[src/rtl/fcd_pkg.sv]
package fcd_pkg;
  typedef enum logic [1:0] {MODE_ARRAY = 2'd0, MODE_IDENT = 2'd1, MODE_STATUS = 2'd2} rmode_t;
  typedef enum logic [2:0] {
    OP_ERASE = 3'd0, OP_PROG = 3'd1, OP_SUSP = 3'd2, OP_RESUME = 3'd3,
    OP_LOCK_BLK = 3'd4, OP_LOCK_MASTER = 3'd5, OP_UNLOCK_ALL = 3'd6
  } op_t;
  typedef enum logic [1:0] {S_IDLE, S_ERASE, S_PROG, S_LOCK} seq_t;

  localparam logic [7:0] C_ARRAY   = 8'hFF;
  localparam logic [7:0] C_IDENT   = 8'h90;
  localparam logic [7:0] C_STATUS  = 8'h70;
  localparam logic [7:0] C_CLRSTAT = 8'h50;
  localparam logic [7:0] C_ERASE   = 8'h20;
  localparam logic [7:0] C_PROG_A  = 8'h40;
  localparam logic [7:0] C_PROG_B  = 8'h10;
  localparam logic [7:0] C_LOCKSET = 8'h60;
  localparam logic [7:0] C_SUSP    = 8'hB0;
  localparam logic [7:0] C_GO      = 8'hD0;
  localparam logic [7:0] C_BLKBIT  = 8'h01;
  localparam logic [7:0] C_MSTBIT  = 8'hF1;
endpackage

[src/rtl/fcd_seq.sv]
module fcd_seq
  import fcd_pkg::*;
(
  input  logic       clk,
  input  logic       rst_n,
  input  logic       fire,
  input  logic [7:0] wdata,
  input  logic       perm_ok,
  output logic       cand_valid,
  output op_t        cand_op,
  output rmode_t     mode,
  output logic       seq_err,
  output logic       perm_err
);
  seq_t   st, st_n;
  rmode_t mode_n;
  logic   bad_cfm, clr_err;

  always_comb begin
    st_n       = st;
    mode_n     = mode;
    cand_valid = 1'b0;
    cand_op    = OP_SUSP;
    bad_cfm    = 1'b0;
    clr_err    = 1'b0;
    unique case (st)
      S_IDLE: begin
        unique case (wdata)
          C_ARRAY:            mode_n = MODE_ARRAY;
          C_IDENT:            mode_n = MODE_IDENT;
          C_STATUS:           mode_n = MODE_STATUS;
          C_CLRSTAT:          clr_err = 1'b1;
          C_ERASE:            st_n = S_ERASE;
          C_PROG_A, C_PROG_B: st_n = S_PROG;
          C_LOCKSET:          st_n = S_LOCK;
          C_SUSP: begin cand_valid = 1'b1; cand_op = OP_SUSP;   mode_n = MODE_STATUS; end
          C_GO:   begin cand_valid = 1'b1; cand_op = OP_RESUME; mode_n = MODE_STATUS; end
          default: ;
        endcase
      end
      S_ERASE: begin
        st_n = S_IDLE; mode_n = MODE_STATUS;
        if (wdata == C_GO) begin cand_valid = 1'b1; cand_op = OP_ERASE; end
        else bad_cfm = 1'b1;
      end
      S_PROG: begin
        st_n = S_IDLE; mode_n = MODE_STATUS;
        cand_valid = 1'b1; cand_op = OP_PROG;
      end
      default: begin
        st_n = S_IDLE; mode_n = MODE_STATUS;
        unique case (wdata)
          C_BLKBIT: begin cand_valid = 1'b1; cand_op = OP_LOCK_BLK;    end
          C_MSTBIT: begin cand_valid = 1'b1; cand_op = OP_LOCK_MASTER; end
          C_GO:     begin cand_valid = 1'b1; cand_op = OP_UNLOCK_ALL;  end
          default:  bad_cfm = 1'b1;
        endcase
      end
    endcase
  end

  always_ff @(posedge clk) begin
    if (!rst_n) begin
      st <= S_IDLE; mode <= MODE_ARRAY; seq_err <= 1'b0; perm_err <= 1'b0;
    end else if (fire) begin
      st   <= st_n;
      mode <= mode_n;
      if (clr_err) begin
        seq_err <= 1'b0; perm_err <= 1'b0;
      end
      if (bad_cfm) seq_err <= 1'b1;
      if (cand_valid && !perm_ok) perm_err <= 1'b1;
    end
  end


  array_cmd_chk: assert property (@(posedge clk) disable iff (!rst_n)
    fire && st == S_IDLE && wdata == 8'hFF |=> mode == MODE_ARRAY);

  bad_confirm_chk: assert property (@(posedge clk) disable iff (!rst_n)
    fire && st == S_ERASE && wdata != 8'hD0 |=> seq_err && mode == MODE_STATUS);

  unknown_code_chk: assert property (@(posedge clk) disable iff (!rst_n)
    fire && st == S_IDLE && wdata == 8'h33 |=> $stable(mode) && $stable(seq_err) && $stable(perm_err));
endmodule

[src/rtl/fcd_perm.sv]
module fcd_perm
  import fcd_pkg::*;
(
  input  op_t  op,
  input  logic blk_locked,
  input  logic master_lock,
  input  logic hv_reset,
  output logic ok
);
  always_comb begin
    unique case (op)
      OP_ERASE, OP_PROG:          ok = !blk_locked || hv_reset;
      OP_LOCK_BLK, OP_UNLOCK_ALL: ok = !master_lock || hv_reset;
      OP_LOCK_MASTER:             ok = hv_reset;
      default:                    ok = 1'b1;
    endcase
  end
endmodule

[src/rtl/fcd_req.sv]
module fcd_req
  import fcd_pkg::*;
#(
  parameter int ADDR_W = 20,
  parameter int DATA_W = 8
) (
  input  logic              clk,
  input  logic              rst_n,
  input  logic              load,
  input  op_t               op_in,
  input  logic [ADDR_W-1:0] addr_in,
  input  logic [DATA_W-1:0] data_in,
  input  logic              req_ready,
  output logic              req_valid,
  output op_t               req_op,
  output logic [ADDR_W-1:0] req_addr,
  output logic [DATA_W-1:0] req_data
);
  always_ff @(posedge clk) begin
    if (!rst_n) begin
      req_valid <= 1'b0; req_op <= OP_SUSP; req_addr <= '0; req_data <= '0;
    end else if (load) begin
      req_valid <= 1'b1; req_op <= op_in; req_addr <= addr_in; req_data <= data_in;
    end else if (req_ready) begin
      req_valid <= 1'b0;
    end
  end


  req_hold_chk: assert property (@(posedge clk) disable iff (!rst_n)
    req_valid && !req_ready |=> req_valid && $stable(req_op) && $stable(req_addr) && $stable(req_data));
endmodule

[src/rtl/flash_cmd_decoder.sv]
module flash_cmd_decoder
  import fcd_pkg::*;
#(
  parameter int ADDR_W  = 20,
  parameter int DATA_W  = 8,
  parameter int NUM_BLK = 16,
  parameter int BLK_LSB = 16
) (
  input  logic               clk,
  input  logic               rst_n,
  input  logic               wr_valid,
  output logic               wr_ready,
  input  logic [ADDR_W-1:0]  wr_addr,
  input  logic [DATA_W-1:0]  wr_data,
  input  logic               hv_reset,
  input  logic [NUM_BLK-1:0] blk_lock,
  input  logic               master_lock,
  output logic [1:0]         read_mode,
  output logic               seq_err,
  output logic               perm_err,
  output logic               req_valid,
  input  logic               req_ready,
  output logic [2:0]         req_op,
  output logic [ADDR_W-1:0]  req_addr,
  output logic [DATA_W-1:0]  req_data
);
  localparam int BLK_W = (NUM_BLK > 1) ? $clog2(NUM_BLK) : 1;

  logic             fire, cand_valid, perm_ok, blk_locked;
  op_t              cand_op, op_q;
  rmode_t           mode_q;
  logic [BLK_W-1:0] blk_idx;

  assign wr_ready   = !req_valid;
  assign fire       = wr_valid && wr_ready;
  assign blk_idx    = wr_addr[BLK_LSB +: BLK_W];
  assign blk_locked = blk_lock[blk_idx];

  fcd_seq u_seq (
    .clk(clk), .rst_n(rst_n), .fire(fire), .wdata(wr_data[7:0]), .perm_ok(perm_ok),
    .cand_valid(cand_valid), .cand_op(cand_op), .mode(mode_q),
    .seq_err(seq_err), .perm_err(perm_err)
  );

  fcd_perm u_perm (
    .op(cand_op), .blk_locked(blk_locked), .master_lock(master_lock),
    .hv_reset(hv_reset), .ok(perm_ok)
  );

  fcd_req #(.ADDR_W(ADDR_W), .DATA_W(DATA_W)) u_req (
    .clk(clk), .rst_n(rst_n), .load(fire && cand_valid && perm_ok),
    .op_in(cand_op), .addr_in(wr_addr), .data_in(wr_data), .req_ready(req_ready),
    .req_valid(req_valid), .req_op(op_q), .req_addr(req_addr), .req_data(req_data)
  );

  assign req_op    = op_q;
  assign read_mode = mode_q;


  locked_refuse_chk: assert property (@(posedge clk) disable iff (!rst_n)
    fire && cand_valid && (cand_op == OP_ERASE || cand_op == OP_PROG) && blk_locked && !hv_reset
    |=> !req_valid && perm_err);

  master_hv_chk: assert property (@(posedge clk) disable iff (!rst_n)
    fire && cand_valid && cand_op == OP_LOCK_MASTER && !hv_reset |=> !req_valid && perm_err);
endmodule

[config.mk]
export PLATFORM = sky130hd
export DESIGN_NAME = flash_cmd_decoder
export DESIGN_NICKNAME = d
export VERILOG_FILES = /design/src/rtl/fcd_pkg.sv /design/src/rtl/fcd_seq.sv /design/src/rtl/fcd_perm.sv /design/src/rtl/fcd_req.sv /design/src/rtl/flash_cmd_decoder.sv
export SDC_FILE = /design/constraint.sdc
export NUM_CORES = 1
export LEC_CHECK = 0
export BUFFER_PORTS_ARGS = -buffer_cell sky130_fd_sc_hd__clkbuf_2
export CAP_MARGIN = 5
export CORE_ASPECT_RATIO = 1.75
export CORE_MARGIN = 1
export CORE_UTILIZATION = 43
export CTS_CLUSTER_DIAMETER = 40
export DETAILED_ROUTE_END_ITERATION = 10
export PLACE_DENSITY = 0.74
export SLEW_MARGIN = 10
export SYNTH_ARGS = -nofsm -noshare
export SYNTH_HDL_FRONTEND = slang
export SYNTH_SLANG_ARGS = --single-unit
[constraint.sdc]
create_clock -name clk -period 7.1 [get_ports clk]
set_clock_uncertainty 0.15 [all_clocks]
set_input_delay 0.71 -clock clk [delete_from_list [all_inputs] [get_ports clk]]
set_output_delay 0.71 -clock clk [all_outputs]
set_load 0.01 [all_outputs]
==> results.txt <==
The number of stages on the worst hold path came out at 2. The minimum period implied by the final worst setup slack came out at 3105 ps. The number of optimization iterations in the first detailed-route pass is 5. The combined global-route utilization of all metal layers came out at 23.16%. The max-cap violation count is 0. The post-synth net total is 283. The clock insertion delay at the later pin of the skew report is 290 ps. The library cell used most frequently in the layout, excluding fill and tap cells, is sky130_fd_sc_hd__clkbuf_2. The post-synthesis register bit count is 38.

The initial antenna violation count is 0. The most common flop cell mapped by yosys is sky130_fd_sc_hd__dfxtp_1. The start point of the worst min-delay path is u_req.req_addr[13]. The detailed-route via count is 2,021. The sequential cell area is 760.7 sq um.

From synthesis to final layout, the design area changed by 22.44%. In this run, distinct cell masters in the synthesized netlist total 46. Setup violations remaining at the end of the flow were counted as 0. The cell depth of the worst flop-to-flop path is 5. The path category of the worst min-delay check is flip-flop to flip-flop. The total die area is 4823 sq um.

The fmax came out at 322.1 MHz. The filler cell count in the final layout is 462. The number of nets at the end of the flow is 351. Data on the critical path arrives at its endpoint at 3130 ps. The library cells used most frequently in the layout, excluding fill and tap cells, are sky130_fd_sc_hd__clkbuf_2, sky130_fd_sc_hd__dfxtp_1, sky130_fd_sc_hd__a21oi_1. The synthesized design contains 0 enable-type register cells. Of the available clock period, the critical path in the final layout requires 43.73%.

The final design utilization is 54.76%. The critical path start-end classification is primary input to flip-flop. The number of post-CTS setup repair buffers came out at 0.

On the worst path, the slowest cell contributes a delay of 940 ps. The global-route wire length before repair is 8.335 mm. The number of slew-limit violations in the final report came out at 0. The clock slew seen by the registers of the worst setup and hold paths came out at 70 ps. Buffers inserted to repair hold after CTS numbered 0. The leakage power of the design is 1.013 nW. The largest driver fanout on the critical path came out at 32.

The half-perimeter wire length of the detailed placement result came out at 3.869 mm. The post-synthesis async set-or-reset flop share is 0%. The via count of the first global-routing pass was 1,840. The worst setup path is launched from a primary input. The worst-margin pin slew is 1170 ps. The total number of yosys warnings came out at 0. The cell family contributing the most delay on the critical path is compound AO/OA/AOI/OAI gates.

The number of H-tree branching levels is 2. The startpoint of the worst-slack reg-to-reg timing path is u_seq.st[1]. Wires add up to 5.349 mm. STA classifies the critical path endpoint as a flip-flop. The total negative slack came out at 0 ps. By area the synthesized netlist is led by sky130_fd_sc_hd__dfxtp_1, sky130_fd_sc_hd__a21oi_1, sky130_fd_sc_hd__nand3_1, sky130_fd_sc_hd__mux4_1, sky130_fd_sc_hd__o21ai_1. The area of the multi-input gates is 1045 sq um. Global routing finished with a remaining overflow of 0. The detail route stage leaves a number of antenna-violating nets equal to 0. The worst register-to-register path ends at u_req.req_op[0]. The tightest slew margin relative to the limit came out at 21.97%. The CTS tree is built. VDD sags by at most 0.0001194 V.

The DRC violations left is 0. In the routed layout, each cell is associated on average with a via count of 5.741. The setup slack of the most critical reg-to-reg path is 4500 ps.

The overall power is 0.3934 mW. The slowest cell on the critical path is sky130_fd_sc_hd__o21a_1. The fraction of layout cells with a size suffix above 1 came out at 33.55%. The instance count of the mapped netlist is 233. The ratio of total power to cell area is 164.6 nW/um^2.

The initial utilization of the core area, before any placement, comes to 44.72%. The floorplan has 32 rows. During placement, the flow inserted port buffers numbering 86.

The number of sinks driven by the clock tree is 38. The run finished with clean final reports. The number of diodes added for antenna fixing is 0. The area of the mapped netlist is 1952 sq um. The root buffer cell is sky130_fd_sc_hd__clkbuf_8. After the first detailed-routing iteration, the DRC count stood at 70. The area share of the largest cell type after synthesis is 38.97%. TritonCTS created 5 clock buffers. The y dimension of the die is 91.13 um. Dividing the synthesized area by the synthesized cell count gives 8.377 sq um. The last weighted congestion value of the routability-driven placer is 0.9146. The critical path goes through clkbuf_2 > or3_1 > nor3_1 > o21a_1 > nand2_2 > o311a_1. The synthesized design spends more area on one cell type than any other, namely sky130_fd_sc_hd__dfxtp_1.

The number of failing hold endpoints at the final stage came out at 0. After clock tree synthesis, the repair step resized 0 gates. The endpoint of the worst hold-timing path is u_req.req_addr[13].

Dividing the detail-routed wire length by the instance count gives 15.20 um. The longest clock path from root to sink contains 2 buffers. The die boundary width came out at 52.93 um. The largest net degree at the start of global routing came out at 37.

The combined buffer and inverter count along the critical path is 1. The core region area is 4364 sq um. STA puts the critical path data required time at 7130 ps.

The I/O pin total is 87. The proportion of synthesized chip area in sequential cells came out at 38.97%. Setup repair after global routing left no endpoint under its margin.
layer usage:
layer / track usage, % / wire (um) / up-vias
met3: 4.690 / 264 / 15
met2: 38.71 / 2849 / 75
met5: 0 / 0 / -
li1: - / - / 995
met4: 12.06 / 178 / 0
met1: 26.46 / 2057 / 936
logic make-up after synthesis:
kind of cell | share of synthesized area (%)
AO/OA/AOI/OAI | 24.81
AND/OR/NAND/NOR | 20.58
flip-flops | 38.97
buffers and inverters | 7.692
multiplexers | 7.051
XOR/XNOR | 0.8976
sequential cells by signal (all words and copies together), names as in the netlist:
register         count
u_seq.seq_err        1
u_req.req_addr      20
u_seq.mode           2
u_req.req_data       8
u_req.req_op         3
u_seq.perm_err       1
u_req.req_valid      1
u_seq.st             2
cell type report:
class | instances | area share [%]
repair buffers | 86 | 18.01
flip-flops and latches | 38 | 31.83
clock buffers | 5 | 2.880
well taps | 51 | 2.670
inverters | 3 | 0.4712
clock inverters | 2 | 0.4188
multi-input cells | 167 | 43.72
cells in the mapped netlist, types with 2 or more instances:
cell / n
sky130_fd_sc_hd__a21oi_1: 34
sky130_fd_sc_hd__mux4_1: 4
sky130_fd_sc_hd__nor3_1: 3
sky130_fd_sc_hd__a41oi_1: 2
sky130_fd_sc_hd__inv_1: 2
sky130_fd_sc_hd__a21o_1: 2
sky130_fd_sc_hd__and3b_1: 2
sky130_fd_sc_hd__o21ai_1: 19
sky130_fd_sc_hd__nand4b_1: 2
sky130_fd_sc_hd__nand2_1: 9
sky130_fd_sc_hd__clkbuf_1: 17
sky130_fd_sc_hd__dfxtp_1: 38
sky130_fd_sc_hd__nand3_1: 31
sky130_fd_sc_hd__nand2b_1: 2
sky130_fd_sc_hd__buf_4: 2
sky130_fd_sc_hd__a32oi_1: 2
sky130_fd_sc_hd__xor2_1: 2
sky130_fd_sc_hd__mux2_2: 2
sky130_fd_sc_hd__o21ai_0: 13
sky130_fd_sc_hd__nor2b_1: 4
sky130_fd_sc_hd__nor2_1: 11
sky130_fd_sc_hd__buf_6: 5
sky130_fd_sc_hd__a22oi_1: 2
report_power, final:
group	switching [mW]	leakage [nW]	internal (mW)
clock	0.0723	0.0438	0.0658
sequential	0.000526	0.306	0.214
combinational	0.0214	0.663	0.0195
worst min-delay path, delay by kind of cell (launching register included):
kind,cells,cell delay [ps]
AO/OA/AOI/OAI,2,120
flip-flops,1,310
worst max path at each step:
stage / start / to / slack (ps) / depth (start not counted)
after floorplan: wr_addr[16] / u_seq.perm_err / 4360 / 8
after global placement: wr_data[1] / u_req.req_op[0] / 3760 / 6
after detailed placement: wr_data[1] / u_req.req_op[0] / 3700 / 6
after CTS: wr_data[1] / u_req.req_op[0] / 4000 / 6
after global routing: wr_data[1] / u_req.req_op[0] / 3810 / 7
final: wr_data[1] / u_req.req_op[0] / 4000 / 6
through the flow:
| stage | setup slack, ps | instances | hold WS, ps | cell area, sq um |
|---|---|---|---|---|
| CTS | 4002 | 352 | 328.9 | 2390 |
| global route | 3813 | 352 | 360.0 | 2390 |
| global placement | 3765 | 345 | 316.0 | 2311 |
| floorplan | 4365 | 233 | 348.4 | 1952 |
| detailed placement | 3697 | 345 | 319.0 | 2311 |
| finish | 3995 | 352 | 324.1 | 2390 |
Power figures use the tool's default switching activity.
